--- src/rtl/tfq_pkg.sv ---
package tfq_pkg;
  localparam int DATA_W = 8;
  localparam int TAG_W  = 7;
  localparam int STS_W  = 8;
  // status bit positions
  localparam int ST_SVC   = 0;
  localparam int ST_WDONE = 1;
  localparam int ST_RREQ  = 2;
  localparam int ST_RREP  = 3;
  localparam int ST_RNEXT = 4;
  localparam int ST_RCAN  = 5;
  localparam int ST_RTO   = 6;
  localparam int ST_LATE  = 7;
endpackage

--- src/rtl/tgt_tagq.sv ---
module tgt_tagq #(
  parameter int DW    = 8,
  parameter int TW    = 7,
  parameter int DEPTH = 8
) (
  input  logic          clk,
  input  logic          rst,
  input  logic          push,
  input  logic [DW-1:0] push_data,
  input  logic [TW-1:0] push_tag,
  input  logic          pop,
  input  logic          ovf_clr,
  output logic [DW-1:0] head_data,
  output logic [TW-1:0] head_tag,
  output logic          nonempty,
  output logic          ovf
);
  localparam int AW = (DEPTH > 1) ? $clog2(DEPTH) : 1;
  localparam int CW = $clog2(DEPTH + 1);
  localparam int EW = DW + TW;

  logic [EW-1:0] mem [DEPTH];
  logic [AW-1:0] wp_q, rp_q;
  logic [CW-1:0] cnt_q;
  logic          ovf_q;
  logic          pop_ok, push_ok, full;

  assign full    = (cnt_q == CW'(DEPTH));
  assign pop_ok  = pop && (cnt_q != '0);
  assign push_ok = push && (!full || pop_ok);

  function automatic logic [AW-1:0] nxt(input logic [AW-1:0] p);
    return (p == AW'(DEPTH - 1)) ? '0 : p + 1'b1;
  endfunction

  // storage without reset so it maps onto RAM
  always_ff @(posedge clk) begin
    if (push_ok) mem[wp_q] <= {push_tag, push_data};
  end

  always_ff @(posedge clk) begin
    if (rst) begin
      wp_q  <= '0;
      rp_q  <= '0;
      cnt_q <= '0;
      ovf_q <= 1'b0;
    end else begin
      if (push_ok) wp_q <= nxt(wp_q);
      if (pop_ok)  rp_q <= nxt(rp_q);
      if (push_ok && !pop_ok)      cnt_q <= cnt_q + 1'b1;
      else if (pop_ok && !push_ok) cnt_q <= cnt_q - 1'b1;
      if (push && !push_ok) ovf_q <= 1'b1;
      else if (ovf_clr)     ovf_q <= 1'b0;
    end
  end

  logic [EW-1:0] head_w;
  assign head_w    = (cnt_q != '0) ? mem[rp_q] : '0;
  assign head_data = head_w[DW-1:0];
  assign head_tag  = head_w[EW-1:DW];
  assign nonempty  = (cnt_q != '0);
  assign ovf       = ovf_q;

  AST_NO_OVERFLOW: assert property (@(posedge clk) disable iff (rst)
    cnt_q <= CW'(DEPTH));
  AST_FULL_DROP: assert property (@(posedge clk) disable iff (rst)
    (push && full && !pop) |=> (full && ovf_q));
  AST_POP_SHRINKS: assert property (@(posedge clk) disable iff (rst)
    (pop && !push && cnt_q != '0) |=> (cnt_q == $past(cnt_q) - 1'b1));
endmodule

--- src/rtl/tgt_tx_hold.sv ---
module tgt_tx_hold #(
  parameter int DW = 8
) (
  input  logic          clk,
  input  logic          rst,
  input  logic          wr,
  input  logic [DW-1:0] wdata,
  input  logic          need,
  input  logic          rd_start,
  input  logic          cancel,
  output logic [DW-1:0] tx_byte,
  output logic          tx_ready,
  output logic          ev_tout,
  output logic          ev_late
);
  logic [DW-1:0] byte_q;
  logic          have_q, tout_q;
  logic          have_n, tout_n;

  assign ev_tout = need && !have_q;
  assign ev_late = wr && tout_q;

  always_comb begin
    have_n = have_q;
    tout_n = tout_q;
    if (need) begin
      if (!have_q) tout_n = 1'b1;
      have_n = 1'b0;
    end
    if (rd_start || cancel) tout_n = 1'b0;
    if (cancel) have_n = 1'b0;
    if (wr && !tout_q) have_n = 1'b1;
  end

  always_ff @(posedge clk) begin
    if (rst) begin
      byte_q <= '0;
      have_q <= 1'b0;
      tout_q <= 1'b0;
    end else begin
      have_q <= have_n;
      tout_q <= tout_n;
      if (wr && !tout_q) byte_q <= wdata;
    end
  end

  assign tx_byte  = byte_q;
  assign tx_ready = have_q;

  AST_LATE_DISCARD: assert property (@(posedge clk) disable iff (rst)
    (wr && tout_q) |=> $stable(byte_q));
  AST_READY_AFTER_WR: assert property (@(posedge clk) disable iff (rst)
    (wr && !tout_q) |=> have_q);
endmodule

--- src/rtl/tgt_irq_regs.sv ---
module tgt_irq_regs
  import tfq_pkg::*;
(
  input  logic             clk,
  input  logic             rst,
  input  logic             fifo_nonempty,
  input  logic             ev_wr_done,
  input  logic             ev_rd_req,
  input  logic             ev_rd_rep,
  input  logic             ev_rd_next,
  input  logic             ev_cancel,
  input  logic             ev_tout,
  input  logic             ev_late,
  input  logic             en_we,
  input  logic [STS_W-1:0] en_wdata,
  input  logic             clr_we,
  input  logic [STS_W-1:0] clr_mask,
  output logic [STS_W-1:0] status,
  output logic [STS_W-1:0] enable,
  output logic             irq
);
  logic [STS_W-1:1] stk_q;
  logic [STS_W-1:1] set_v, clr_v;
  logic [STS_W-1:0] en_q;
  logic             irq_q;

  always_comb begin
    set_v           = '0;
    set_v[ST_WDONE] = ev_wr_done;
    set_v[ST_RREQ]  = ev_rd_req;
    set_v[ST_RREP]  = ev_rd_req && ev_rd_rep;
    set_v[ST_RNEXT] = ev_rd_next;
    set_v[ST_RCAN]  = ev_cancel;
    set_v[ST_RTO]   = ev_tout;
    set_v[ST_LATE]  = ev_late;
    clr_v = clr_we ? clr_mask[STS_W-1:1] : '0;
  end

  assign status = {stk_q, fifo_nonempty};

  always_ff @(posedge clk) begin
    if (rst) begin
      stk_q <= '0;
      en_q  <= '0;
      irq_q <= 1'b0;
    end else begin
      stk_q <= (stk_q & ~clr_v) | set_v;
      if (en_we) en_q <= en_wdata;
      irq_q <= |(status & en_q);
    end
  end

  assign enable = en_q;
  assign irq    = irq_q;

  AST_TIMEOUT_SET: assert property (@(posedge clk) disable iff (rst)
    ev_tout |=> status[ST_RTO]);
  AST_STICKY_HOLD: assert property (@(posedge clk) disable iff (rst)
    (!clr_we && status[ST_RCAN]) |=> status[ST_RCAN]);
  AST_IRQ_MASKED: assert property (@(posedge clk) disable iff (rst)
    (en_q == '0) |=> !irq);
endmodule

--- src/rtl/i2c_tgt_rxq.sv ---
module i2c_tgt_rxq
  import tfq_pkg::*;
#(
  parameter int DEPTH = 8
) (
  input  logic              clk,
  input  logic              rst,
  input  logic              eng_push,
  input  logic [DATA_W-1:0] eng_data,
  input  logic [TAG_W-1:0]  eng_tag,
  input  logic              eng_wr_done,
  input  logic              eng_rd_req,
  input  logic              eng_rd_rep,
  input  logic              eng_rd_next,
  input  logic              eng_rd_cancel,
  input  logic              eng_tx_need,
  output logic [DATA_W-1:0] eng_tx_byte,
  output logic              eng_tx_ready,
  input  logic              rxq_pop,
  output logic [DATA_W-1:0] rxq_head_data,
  output logic [TAG_W-1:0]  rxq_head_tag,
  output logic              rxq_overflow,
  input  logic              rxq_ovf_clr,
  input  logic              tx_wr,
  input  logic [DATA_W-1:0] tx_wdata,
  input  logic              irq_en_we,
  input  logic [STS_W-1:0]  irq_en_wdata,
  input  logic              sts_clr_we,
  input  logic [STS_W-1:0]  sts_clr_mask,
  output logic [STS_W-1:0]  irq_status,
  output logic [STS_W-1:0]  irq_en,
  output logic              irq
);
  logic nonempty, ev_tout, ev_late;

  tgt_tagq #(.DW(DATA_W), .TW(TAG_W), .DEPTH(DEPTH)) u_q (
    .clk(clk), .rst(rst),
    .push(eng_push), .push_data(eng_data), .push_tag(eng_tag),
    .pop(rxq_pop), .ovf_clr(rxq_ovf_clr),
    .head_data(rxq_head_data), .head_tag(rxq_head_tag),
    .nonempty(nonempty), .ovf(rxq_overflow)
  );

  tgt_tx_hold #(.DW(DATA_W)) u_tx (
    .clk(clk), .rst(rst),
    .wr(tx_wr), .wdata(tx_wdata), .need(eng_tx_need),
    .rd_start(eng_rd_req || eng_rd_next), .cancel(eng_rd_cancel),
    .tx_byte(eng_tx_byte), .tx_ready(eng_tx_ready),
    .ev_tout(ev_tout), .ev_late(ev_late)
  );

  tgt_irq_regs u_irq (
    .clk(clk), .rst(rst),
    .fifo_nonempty(nonempty),
    .ev_wr_done(eng_wr_done), .ev_rd_req(eng_rd_req), .ev_rd_rep(eng_rd_rep),
    .ev_rd_next(eng_rd_next), .ev_cancel(eng_rd_cancel),
    .ev_tout(ev_tout), .ev_late(ev_late),
    .en_we(irq_en_we), .en_wdata(irq_en_wdata),
    .clr_we(sts_clr_we), .clr_mask(sts_clr_mask),
    .status(irq_status), .enable(irq_en), .irq(irq)
  );

  AST_SVC_EMPTY_HEAD: assert property (@(posedge clk) disable iff (rst)
    !irq_status[ST_SVC] |-> (rxq_head_data == '0 && rxq_head_tag == '0));
endmodule

--- config.mk ---
export PLATFORM = sky130hd
export DESIGN_NAME = i2c_tgt_rxq
export DESIGN_NICKNAME = d
export VERILOG_FILES = /design/src/rtl/tfq_pkg.sv /design/src/rtl/tgt_tagq.sv /design/src/rtl/tgt_tx_hold.sv /design/src/rtl/tgt_irq_regs.sv /design/src/rtl/i2c_tgt_rxq.sv
export SDC_FILE = /design/constraint.sdc
export NUM_CORES = 1
export LEC_CHECK = 0
export BUFFER_PORTS_ARGS = -buffer_cell sky130_fd_sc_hd__buf_2
export CAP_MARGIN = 30
export CORE_ASPECT_RATIO = 1.4
export CORE_UTILIZATION = 50
export DETAILED_ROUTE_END_ITERATION = 8
export PLACE_DENSITY = 0.72
export SLEW_MARGIN = 0
export SYNTH_ARGS = -nofsm -noshare
export SYNTH_HDL_FRONTEND = slang
export SYNTH_SLANG_ARGS = --single-unit
--- constraint.sdc ---
create_clock -name clk -period 4.4 [get_ports clk]
set_input_delay 1.1 -clock clk [delete_from_list [all_inputs] [get_ports clk]]
set_output_delay 1.1 -clock clk [all_outputs]
set_load 0.02 [all_outputs]
**Word-level counts from Yosys, hierarchy flattened**

Memory sizes are Yosys's and may differ from the RTL's. A register that Yosys moved wholly into a read port is not among the register bits.
Index checks and enable logic that the tools add are counted.

- $add $sub $neg: 4
- Equality and inequality tests: 3
- Multiplexer cells: 15
- Bitwise logic cells: 5
- Reductions and logical operators: 24

Operators with widths:

| operator | count |
|---|---|
| $mux 15 | 1 |
| $mux 3 | 4 |
| $logic_and 1x1->1 | 9 |
| $and 8x8->8 | 1 |
| $mux 4 | 2 |
| $reduce_or 8->1 | 1 |
| $and 7x7->7 | 1 |
| $mux 1 | 7 |
| $mux 7 | 1 |
| $not 7->7 | 1 |
| $or 7x7->7 | 1 |
| $add 3x1->3 const B | 2 |
| $eq 3x3->1 const B | 2 |
| $logic_not 1->1 | 5 |
| $add 4x1->4 const B | 1 |
| $eq 4x4->1 const B | 1 |
| $reduce_bool 2->1 | 2 |
| $reduce_bool 4->1 | 1 |
| $sub 4x1->4 const B | 1 |
| $logic_or 1x1->1 | 3 |
| $reduce_bool 3->1 | 1 |
| $reduce_and 2->1 | 1 |
| $reduce_or 2->1 | 1 |
| $not 1->1 | 1 |

- Register bits: 37
- RAM bits: 120
- Input bits: 53
- Output and inout port bits: 42
- Word-level logic and storage cells: 62
- Memories: 1

Memories:

| memory | words | bits a word | rd ports | clocked after memory_dff | wr ports | line | text |
|---|---|---|---|---|---|---|---|
| u_q.mem | 8 | 15 | 1 | 1 | 1 | tgt_tagq.sv:22 | `logic [EW-1:0] mem [DEPTH];` |

**Depth between registers and ports, before layout**

Gate-level depths: netlist (run 1).

- Word-level depth: 8
- Gate-level depth with buffers: 11
- Gate-level depth less buffers: 11

**Hierarchy**

Synthesis (run 1) repeated with hierarchy kept, for this count alone.

- Cell total of the unflattened synthesis: 371
- Area, all modules: 6,352.3 sq um

By module, submodules not included:

| module | times used | cells each | area an instance (sq um) | sequential area each (sq um) |
|---|---|---|---|---|
| tgt_tagq | 1 | 271 | 5,272.6 | 3,883.7 |
| tgt_irq_regs | 1 | 55 | 628.1 | 320.3 |
| tgt_tx_hold | 1 | 44 | 445.4 | 200.2 |
| i2c_tgt_rxq | 1 | 1 | 6.3 | 0.0 |

**Worst setup path before layout (run 1)**

No wires, ideal clock.

- Path kind: input to register
- Start point: input port rxq_pop
- End point: memory u_q.mem[0][0] (netlist bit) (enable)
- Arrival time: 2.828 ns
- Required time: 3.974 ns
- Slack: 1.147 ns
- Stages: 3
- Buffers on the path: 0
- Cell sequence: nand2b_1 o21ai_4 nor4_1

- Cells in the longest elaborated chain, start to end: 5

RTL lines:

| what | line | text |
|---|---|---|
| start: declaration | i2c_tgt_rxq.sv:19 | `input logic rxq_pop,` |
| $logic_and 1x1->1 | tgt_tagq.sv:29 | `assign pop_ok = pop && (cnt_q != '0);` |
| $logic_or 1x1->1 | tgt_tagq.sv:30 | `assign push_ok = push && (!full \|\| pop_ok);` |
| $logic_and 1x1->1 | tgt_tagq.sv:30 |  |
| $mux 1 | tgt_tagq.sv:38 | `if (push_ok) mem[wp_q] <= {push_tag, push_data};` |
| $mux 1 (not written as such) | tgt_tagq.sv:38 |  |
| end: declaration | tgt_tagq.sv:22 |  |

Every way passes these cells.

==> qor.yml, run 1 <==
outcome: "finished, final reports clean"
yosys.area.top_type: "edfxtp_1"
cts_buffers: 17
grt_max_degree: 39
netlist_area_um2: 6220
start_util_pct: 51.9
grt_first_pass_wirelength_mm: 18.4
row_count: 47
synth_nets: 439
clock-sinks: 160
ys_types: 38
timing.fmax_ghz: 0.297
place_inst: 609
cts_hold_buf: 0
hpwl_mm: 7.49
slowest_delay_ps: 570
synth_most_common_cell: "edfxtp_1"
synth_edf_count: 120
ys_seq_elements: 160
htreeDepth: 4
maxCapViolations: 0
antenna_cells: 0
final_cells: 640
power.density_nw_per_um2: 553
cts_setup_buffers: 0
dieArea_um2: 12900
min_period_over_period_pct: 76.4
ys_async_sr_fraction_pct: 0
cp.required_ps: 3300
core_um2: 12000
gp_congestion: 0.759
wl_mm: 12.1
multi_input_area_um2: 1770
yosysWarningCount: 0
cts.clk_slew.worst_paths_ps: 60
syn_inst: 378
cts_tree: "done"
skew_ps: 7.19
setup_tns_ps: 0
synth_area_per_cell_um2: 16.5
cp.arrival_ps: 2260
wire_per_inst_um: 18.9
synthToLayoutAreaGrowth_pct: 21.1
final.fill_count: 884
setup_viol: 0
netlist_top_cells_area: "edfxtp_1 (58%), dfxtp_1 (13%), mux4_2 (11%)"
antenna_found_initial: 1
cp-start-kind: "flip-flop"
clkLatencyLatePin_ps: 420
drt-initial-drc-count: 139
synthTopCellsByCount: "edfxtp_1 (120), nor2_1 (43), dfxtp_1 (40), mux4_2 (30), nand2_1 (30)"
cts.path.max_buffers: 2
ys.flop_type: "edfxtp_1"
fin_nets: 542
tightest_slew_ps: 909
vias: 3533
crit_fanout: 12
pin_count: 95
cts-root-buf: "clkbuf_16"
ir_worst_vdd_mv: 0.325
slew_violations: 0
drcViolationCount: 0
ys_seq_area_share_pct: 70.8
rsz0062_at_grt: "no"
regArea_um2: 4410
crit_chain: "buf_4, mux4_2, mux2i_1, nor2_1, buf_2"
slew_headroom_pct: 39.2
firstDrtPassIters: 4
die_x_um: 96.3
drive_above_1_share_pct: 36.9
total_leakage_power_nw: 2.74
critPathKind: "flip-flop to output pin"
finalHoldViolations: 0
hold_path_class: "flip-flop to flip-flop"
overflow: 0
slowest_stage: "mux4_2"
drtAntennaViolNets: 0
layout_min_cycle_time_ps: 3360
grt_use_total_pct: 20.4
synth_top_area_share_pct: 57.9
first_global_vias: 3680
port_buffers: 93
viasPerCell: 5.52
post_cts_resized: 0
die_h_um: 134
end_kind: "output pin"
sequential cells by signal, indices dropped and copies added, names as in the netlist, named ones only:
| name | count |
|---|---|
| u_q.mem | 120 |
| u_irq.enable | 8 |
| u_tx.tx_byte | 8 |
| u_irq.stk_q | 7 |
| u_q.cnt_q | 4 |
| u_q.rp_q | 3 |
| u_q.wp_q | 3 |
| u_irq.irq | 1 |
| u_q.ovf | 1 |
| u_tx.tout_q | 1 |
| u_tx.tx_ready | 1 |
critical path, delay by kind of cell, from the launching register on:
family | cells | cell delay [ps]
buf+inv | 2 | 500
flops | 1 | 520
mux | 2 | 770
simple gates | 1 | 60
path summary, 6_finish.rpt:
check                                     start         endpoint  slack, ps  cells past startpoint
worst max-delay path                  flip-flop  rxq_head_tag[0]       1040                      5
worst min-delay path            u_tx.tx_byte[5]  u_tx.tx_byte[5]        460                      2
worst max register to register     u_q.cnt_q[0]     u_q.cnt_q[3]       1520                     11
worst min register to register  u_tx.tx_byte[5]  u_tx.tx_byte[5]        460                      2
layer usage:
layer	wire length (µm)	global-route usage, %	vias up	part of all wire, %
li1	-	-	1652	-
met1	4720	21.8	1705	39
met2	6340	35.7	152	53
met3	775	6.52	22	6.4
met4	233	9.48	2	1.9
met5	11	0	-	0.091
cells by family (layout without fill, tap and decap cells):
kind of cell | count (synthesis) | count (layout) | synth area share [%]
compound gates | 33 | 33 | 3.48
xor+xnor | 2 | 2 | 0.282
fa+ha+maj | 8 | 8 | 1.73
buf+inv | 21 | 136 | 1.59
flops | 160 | 160 | 70.8
mux | 55 | 55 | 14.9
simple gates | 99 | 99 | 7.26
metrics by stage:
step                      power (mW)  cell area, µm²  utilization, %  setup slack (ps)  hold slack [ps]
after global placement          2.68            6890            57.5               970              442
after detailed placement        2.70            6920            57.7               949              445
final                           4.17            7540            62.8              1040              456
after CTS                       4.21            7540            62.8               989              454
after floorplan                 2.45            6220               -              1150              453
after global routing            4.35            7540            62.8               881              475
report_power, final:
| group | switching (mW) | internal (mW) | leakage (nW) |
|---|---|---|---|
| clock | 0.564 | 0.948 | 0.294 |
| combinational | 0.510 | 0.381 | 1.03 |
| sequential | 0.0636 | 1.71 | 1.42 |
| total | 1.14 | 3.03 | 2.74 |
layout by cell type, fill, tap and decap left out, types with 2 or more instances in the layout:
master      count
edfxtp_1      120
nand3_1         3
or3_1           2
clkbuf_16      17
nand2_1        30
dfxtp_1        39
clkinvlp_4      2
mux2i_1        24
nor2_1         43
a22oi_1         2
nand2_2         4
mux4_2         30
nor2b_1         4
clkinv_4        3
ha_1            7
nand2b_1        4
nor3_4          3
bufinv_16       4
a21oi_1        19
a31oi_1         2
buf_2          93
buf_4           8
a21oi_2         4
inv_6           2
cell type report:
type | count | share of cell area, %
clock buffers | 18 | 5.69
clock inverters | 13 | 2.49
inverters | 3 | 0.183
multi-input cells | 197 | 23.4
flip-flops and latches | 160 | 58.4
well taps | 147 | 2.44
repair buffers | 102 | 7.34
(Power assumes the default switching activity.)
==> run 2: changes to the inputs <==
Settings changed: PLACE_DENSITY 0.72 to 0.74.
Clock period 4.4 ns to 2.7 ns, I/O delays scaled along.
==> run 2 against run 1 <==
Effect of this change: register-to-register slack got worse by 1300 ps; worst hold slack worse by 4.9 ps; clock skew is 0.92 ps higher; utilization is 1.2 points higher; sequential power is 63% higher; cell count grew 1.9%; critical endpoint is now rxq_head_data[1]; count of clock-buffer cells in the layout increased by 1; setup slack got worse by 940 ps; first-iteration DRC count grew 30%; wire length rose by 2.5%.
==> qor.yml, run 2 (same netlist as run 1, synthesis figures left out) <==
switchingPower_mw: 1.86  # +64%
setup_tns_ps: 0  # unchanged
setup_viol: 0  # unchanged
die_x_um: 96.3  # unchanged
core_um2: 12000  # unchanged
slew_violations: 0  # unchanged
final_cells: 652  # +1.9%
outcome: "finished, final reports clean"
slew_headroom_pct: 58.8  # +20 points
power.density_nw_per_um2: 911  # +65%
slowest_delay_ps: 530  # -40 ps
min_from: "u_tx.tx_byte[6]"
cp-start-kind: "flip-flop"
cts_buffers: 17  # unchanged
drt-initial-drc-count: 181  # +30%
port_buffers: 93  # unchanged
r2r-start: "u_q.cnt_q[0]"
hold_path_class: "flip-flop to flip-flop"
p_comb_share_pct: 22.7  # +1.4 points
power_frac_seq_pct: 41.2  # -1.2 points
slowest_stage: "mux4_2"
cts_tree: "done"
drcViolationCount: 0  # unchanged
dieArea_um2: 12900  # unchanged
timing.fmax_ghz: 0.384
largest-register: "u_q.mem"
cts.path.max_buffers: 2  # unchanged
wl_mm: 12.4  # +2.5%
hpwl_mm: 7.41  # -1.0%
p_sw_share_pct: 26.6  # -0.64 points
largest_reg_flops: 120  # unchanged
clkPwrFrac_pct: 36.1  # about the same
synthToLayoutAreaGrowth_pct: 23.4
gp_congestion: 0.744  # -1.9%
grt_max_degree: 31  # -21%
first_global_vias: 3692  # +0.33%
p_int_mw: 5.13  # +69%
final.fill_count: 876  # -0.90%
final_util_pct: 64.0  # +1.2 points
place_area_um2: 6980  # +0.90%
wire_per_inst_um: 19.0  # +0.62%
start_util_pct: 51.9  # unchanged
vias: 3581  # +1.4%
crit_buf_inv: 2  # unchanged
final_common_cell: "edfxtp_1"
layout_common_cells: "edfxtp_1 (120), buf_2 (93), nor2_1 (43)"
rsz0062_at_grt: "no"
maxCapViolations: 0  # unchanged
crit_fanout: 8  # -4
finalHoldViolations: 0  # unchanged
cp.required_ps: 2030  # -1270 ps
tightest_slew_ps: 617  # -291 ps
overflow: 0  # unchanged
crit_chain: "buf_12, mux4_2, mux2i_1, nor2_1, buf_2"
cp.arrival_ps: 1930  # -330 ps
grt_first_pass_wirelength_mm: 19.1  # +3.6%
clock-sinks: 160  # unchanged
totalPowerFinal_mw: 7.00  # +68%
critPathKind: "flip-flop to output pin"
drtAntennaViolNets: 0  # unchanged
cts.clk_slew.worst_paths_ps: 60  # about the same
ir_worst_vdd_mv: 0.472  # +45%
htreeDepth: 4  # unchanged
drive_above_1_share_pct: 38.3  # +1.4 points
antenna_found_initial: 1  # unchanged
row_count: 47  # unchanged
pin_count: 95  # unchanged
place_inst: 618  # +1.5%
min_period_over_period_pct: 96.4
final_area_um2: 7680  # +1.9%
cts_hold_buf: 0  # unchanged
end_kind: "output pin"
fin_nets: 553  # +2.0%
layout_min_cycle_time_ps: 2600
grt_use_total_pct: 20.4  # +0.063 points
crit_family: "multiplexers"
cts-root-buf: "clkbuf_16"
clkLatencyLatePin_ps: 410  # about the same
firstDrtPassIters: 4  # unchanged
die_h_um: 134  # unchanged
skew_ps: 8.11  # +0.923 ps
viasPerCell: 5.49  # -0.51%
total_leakage_power_nw: 2.82  # +3.0%
## run 2: worst paths after layout
check,to,slack [ps],depth (start not counted)
worst min register to register,u_tx.tx_byte[6],450,2
worst max register to register,u_q.cnt_q[3],220,11
worst max-delay path,rxq_head_data[1],100,5
worst min-delay path,u_tx.tx_byte[6],450,2
## run 2: area by class of cell
class,count,area (µm²),area share [%]
timing repair buffer,113,678,8.83
inverter,3,13.8,0.179
antenna,1,2.50,0.0326
multi-input combinational,197,1770,23.1
tap,147,184,2.39
clock inverter,12,191,2.49
clock buffer,19,433,5.64
sequential,160,4410,57.4
## run 2: routing by layer
metal	up-vias	GRT usage, %	routed length, µm
met5	-	0	0
met4	0	5.64	183
met3	14	5.50	636
met2	133	36.7	6700
met1	1770	23.6	4860
li1	1664	-	-
## run 2: power by group through the flow
stage / registers [mW] / clock network (mW) / logic (mW)
after CTS: 2.87 / 2.55 / 1.59
final: 2.88 / 2.52 / 1.59
after global placement: 2.90 / 0 / 1.50
after global routing: 2.90 / 2.66 / 1.73
after floorplan: 2.92 / 0 / 1.07
after detailed placement: 2.91 / 0 / 1.53
## run 2: timing repair
item	in CTS	in global routing
gates resized for setup	0	4
setup endpoints to repair	1	12
pin swaps	0	0
setup buffers	0	0
gates cloned	1	1
## run 2: metrics by stage
stage | hold WS [ps] | setup slack (ps)
6_report | 451 | 96.4
5_1_grt | 468 | 10.3
4_1_cts | 454 | 6.13
3_5_place_dp | 446 | 30.1
3_3_place_gp | 441 | 43.8
2_1_floorplan | 453 | 101
## run 2: worst reg2reg max path, cell delays in order, from the launching register on
cell,delay [ps]
dfxtp_1,350
or3_4,460
nor2_8,110
inv_4,50
nand2_4,100
ha_1,170
inv_1,100
ha_4,270
a21oi_2,140
a211oi_1,90
a31oi_1,170
mux2_2,350
==> run 3: changes to the inputs <==
Settings changed: SETUP_SLACK_MARGIN from default to 0.02, SYNTH_HIERARCHICAL from default to 1.
==> run 3 against run 2 <==
Effect of this change: sequential share of layout area shrank 1.1 points; largest power group unchanged; die area grew 2.0%; combinational power is essentially flat; critical path depth did not move; non-clock buffer count stayed put; sequential cell count stayed put; worst hold slack gained 18 ps; sequential power hardly changed; first-iteration DRC count shrank 35%; design area up 2.0%; critical path type unchanged; utilization fell by 0.69 points.
==> qor.yml, run 3 <==
grt_first_pass_wirelength_mm: 19.5  # +2.4%
drive_above_1_share_pct: 38.5  # +0.18 points
die_x_um: 97.3  # +1.0%
end_kind: "output pin"
viasPerCell: 5.50  # about the same
slowest_stage: "mux4_2"
largest-register: "u_q/mem"
yosys.area.top_type: "edfxtp_1"
final_area_um2: 7840  # +2.0%
dieArea_um2: 13200  # +2.0%
final_common_cell: "edfxtp_1"
htreeDepth: 4  # unchanged
slowest_delay_ps: 500  # -30 ps
first_global_vias: 3737  # +1.2%
gp_congestion: 0.712  # -4.3%
row_count: 48  # +2.1%
cp-start-kind: "flip-flop"
drtAntennaViolNets: 0  # unchanged
slew_headroom_pct: 53.4  # -5.4 points
layout_common_cells: "edfxtp_1 (120), buf_2 (93), dfxtp_1 (39)"
cp.arrival_ps: 1940  # about the same
crit_family: "multiplexers"
synth_top_area_share_pct: 56.7  # -1.2 points
drt-initial-drc-count: 117  # -35%
ys_async_sr_fraction_pct: 0  # unchanged
setup_viol: 0  # unchanged
min_period_over_period_pct: 96.9  # +0.50 points
power.density_nw_per_um2: 908  # -0.28%
antenna_cells: 0  # -1
place_area_um2: 7100  # +1.6%
crit_buf_inv: 2  # unchanged
skew_ps: 7.97  # -0.139 ps
ys.flop_type: "edfxtp_1"
total_leakage_power_nw: 2.88  # +2.1%
clkLatencyLatePin_ps: 410  # about the same
clock-sinks: 160  # unchanged
grt_max_degree: 47  # +52%
critPathKind: "flip-flop to output pin"
port_buffers: 93  # unchanged
ir_worst_vdd_mv: 0.439  # -6.9%
tightest_slew_ps: 699  # +82.2 ps
cts.clk_slew.worst_paths_ps: 60  # about the same
ys_seq_elements: 160  # unchanged
overflow: 0  # unchanged
core_um2: 12400  # +3.1%
cts_setup_buffers: 0  # unchanged
final_util_pct: 63.3  # -0.69 points
rsz0062_at_grt: "yes"
fin_nets: 547  # -1.1%
largest_reg_flops: 120  # unchanged
setup_tns_ps: 0  # unchanged
ys_types: 47  # +24%
netlist_top_cells_area: "edfxtp_1 (57%), dfxtp_1 (13%), mux4_2 (11%)"
maxCapViolations: 0  # unchanged
pin_count: 95  # unchanged
hpwl_mm: 7.73  # +4.4%
cts-root-buf: "clkbuf_16"
synthToLayoutAreaGrowth_pct: 23.4  # about the same
antenna_found_initial: 1  # unchanged
synth_simple_gate_area_share_pct: 7.58  # +0.33 points
crit_chain: "buf_12, mux4_2, mux2i_1, nor2_1, buf_2"
totalPowerFinal_mw: 7.12  # +1.7%
synthTopCellsByCount: "edfxtp_1 (120), dfxtp_1 (40), nor2_1 (34), mux4_2 (30), mux2i_1 (24)"
drcViolationCount: 0  # unchanged
firstDrtPassIters: 4  # unchanged
cts_tree: "done"
synth_edf_count: 120  # unchanged
hold_path_class: "flip-flop to flip-flop"
start_util_pct: 51.3  # -0.53 points
synth_mux_area_share_pct: 14.6  # -0.30 points
timing.fmax_ghz: 0.382  # -0.52%
whs_ps: 469  # +18.1 ps
synth_most_common_cell: "edfxtp_1"
syn_inst: 371  # -1.9%
die_h_um: 135  # +1.0%
grt_use_total_pct: 20.1  # -0.36 points
synthXorXnorAreaFrac_pct: 0.276  # -0.0057 points
cts.path.max_buffers: 2  # unchanged
synth_area_per_cell_um2: 17.1  # +4.0%
layout_min_cycle_time_ps: 2620  # +13.5 ps
cp.required_ps: 2030  # about the same
yosysWarningCount: 6  # +6
finalHoldViolations: 0  # unchanged
crit_fanout: 8  # unchanged
ys_seq_area_share_pct: 69.3  # -1.4 points
netlist_area_um2: 6350  # +2.1%
slew_violations: 0  # unchanged
outcome: "finished, final reports clean"
synth_top_family_by_area: "multiplexers"
synth_nets: 432  # -1.6%
cts_buffers: 17  # unchanged
wire_per_inst_um: 19.7  # +3.6%
vias: 3567  # -0.39%
synth_fa_ha_area_share_pct: 1.69  # -0.035 points
wl_mm: 12.8  # +3.1%
synth_compound_area_share_pct: 4.77  # +1.3 points
## run 3: cell families (layout without fill, tap and decap cells)
group,after synthesis,after routing
multiplexers,55,55
adder cells (fa/ha/maj),8,8
buffers and inverters,20,148
XOR/XNOR,2,2
AND/OR/NAND/NOR,85,85
flip-flops,160,160
AO/OA/AOI/OAI,41,41
## run 3: metrics by stage
step | setup WS (ps) | cells
6_report | 82.9 | 649
2_1_floorplan | 107 | 371
4_1_cts | 11.5 | 647
3_3_place_gp | 64.8 | 614
3_5_place_dp | -32.0 | 614
5_1_grt | 14.9 | 649
## run 3: power breakdown
group | total [mW] | internal, mW | leakage, nW | switching (mW)
Sequential | 2.88 | 2.78 | 1.42 | 0.102
Combinational | 1.62 | 0.746 | 1.16 | 0.872
Clock | 2.61 | 1.65 | 0.305 | 0.960
## run 3: worst min-delay path: stages, from the launching register on
cell and delay (ps):
dfxtp_1 310, nand2b_1 60, o21ai_1 60
## run 3: routing by layer
layer	GRT usage [%]	up-vias	routed length [µm]
met5	0	-	12
met4	7.92	2	164
met3	5.21	17	670
met2	36.9	111	7180
met1	22.2	1765	4750
li1	-	1672	-
## run 3: worst paths after layout
path / cells after the start / start / slack [ps] / endpoint
worst min register to register: 2 / u_tx/tx_byte[0] / 470 / u_tx/tx_byte[0]
worst max-delay path: 5 / flip-flop / 80 / rxq_head_data[3]
worst min-delay path: 2 / u_tx/tx_byte[0] / 470 / u_tx/tx_byte[0]
worst max register to register: 10 / u_q/cnt_q[1] / 160 / u_q/cnt_q[3]
## run 3: layout make-up
| cell class | count | area [µm²] |
|---|---|---|
| well taps | 150 | 188 |
| clock inverters | 15 | 231 |
| repair buffers | 113 | 696 |
| inverters | 3 | 13.8 |
| flip-flops and latches | 160 | 4410 |
| fillers | 916 | 4530 |
| multi-input cells | 191 | 1880 |
| clock buffers | 17 | 425 |
## run 3: what timing repair did
action,in CTS,in global routing
gates cloned,1,2
setup endpoints to repair,2,12
resized for setup,0,3
hold buffers,0,0
hold endpoints to repair,0,0
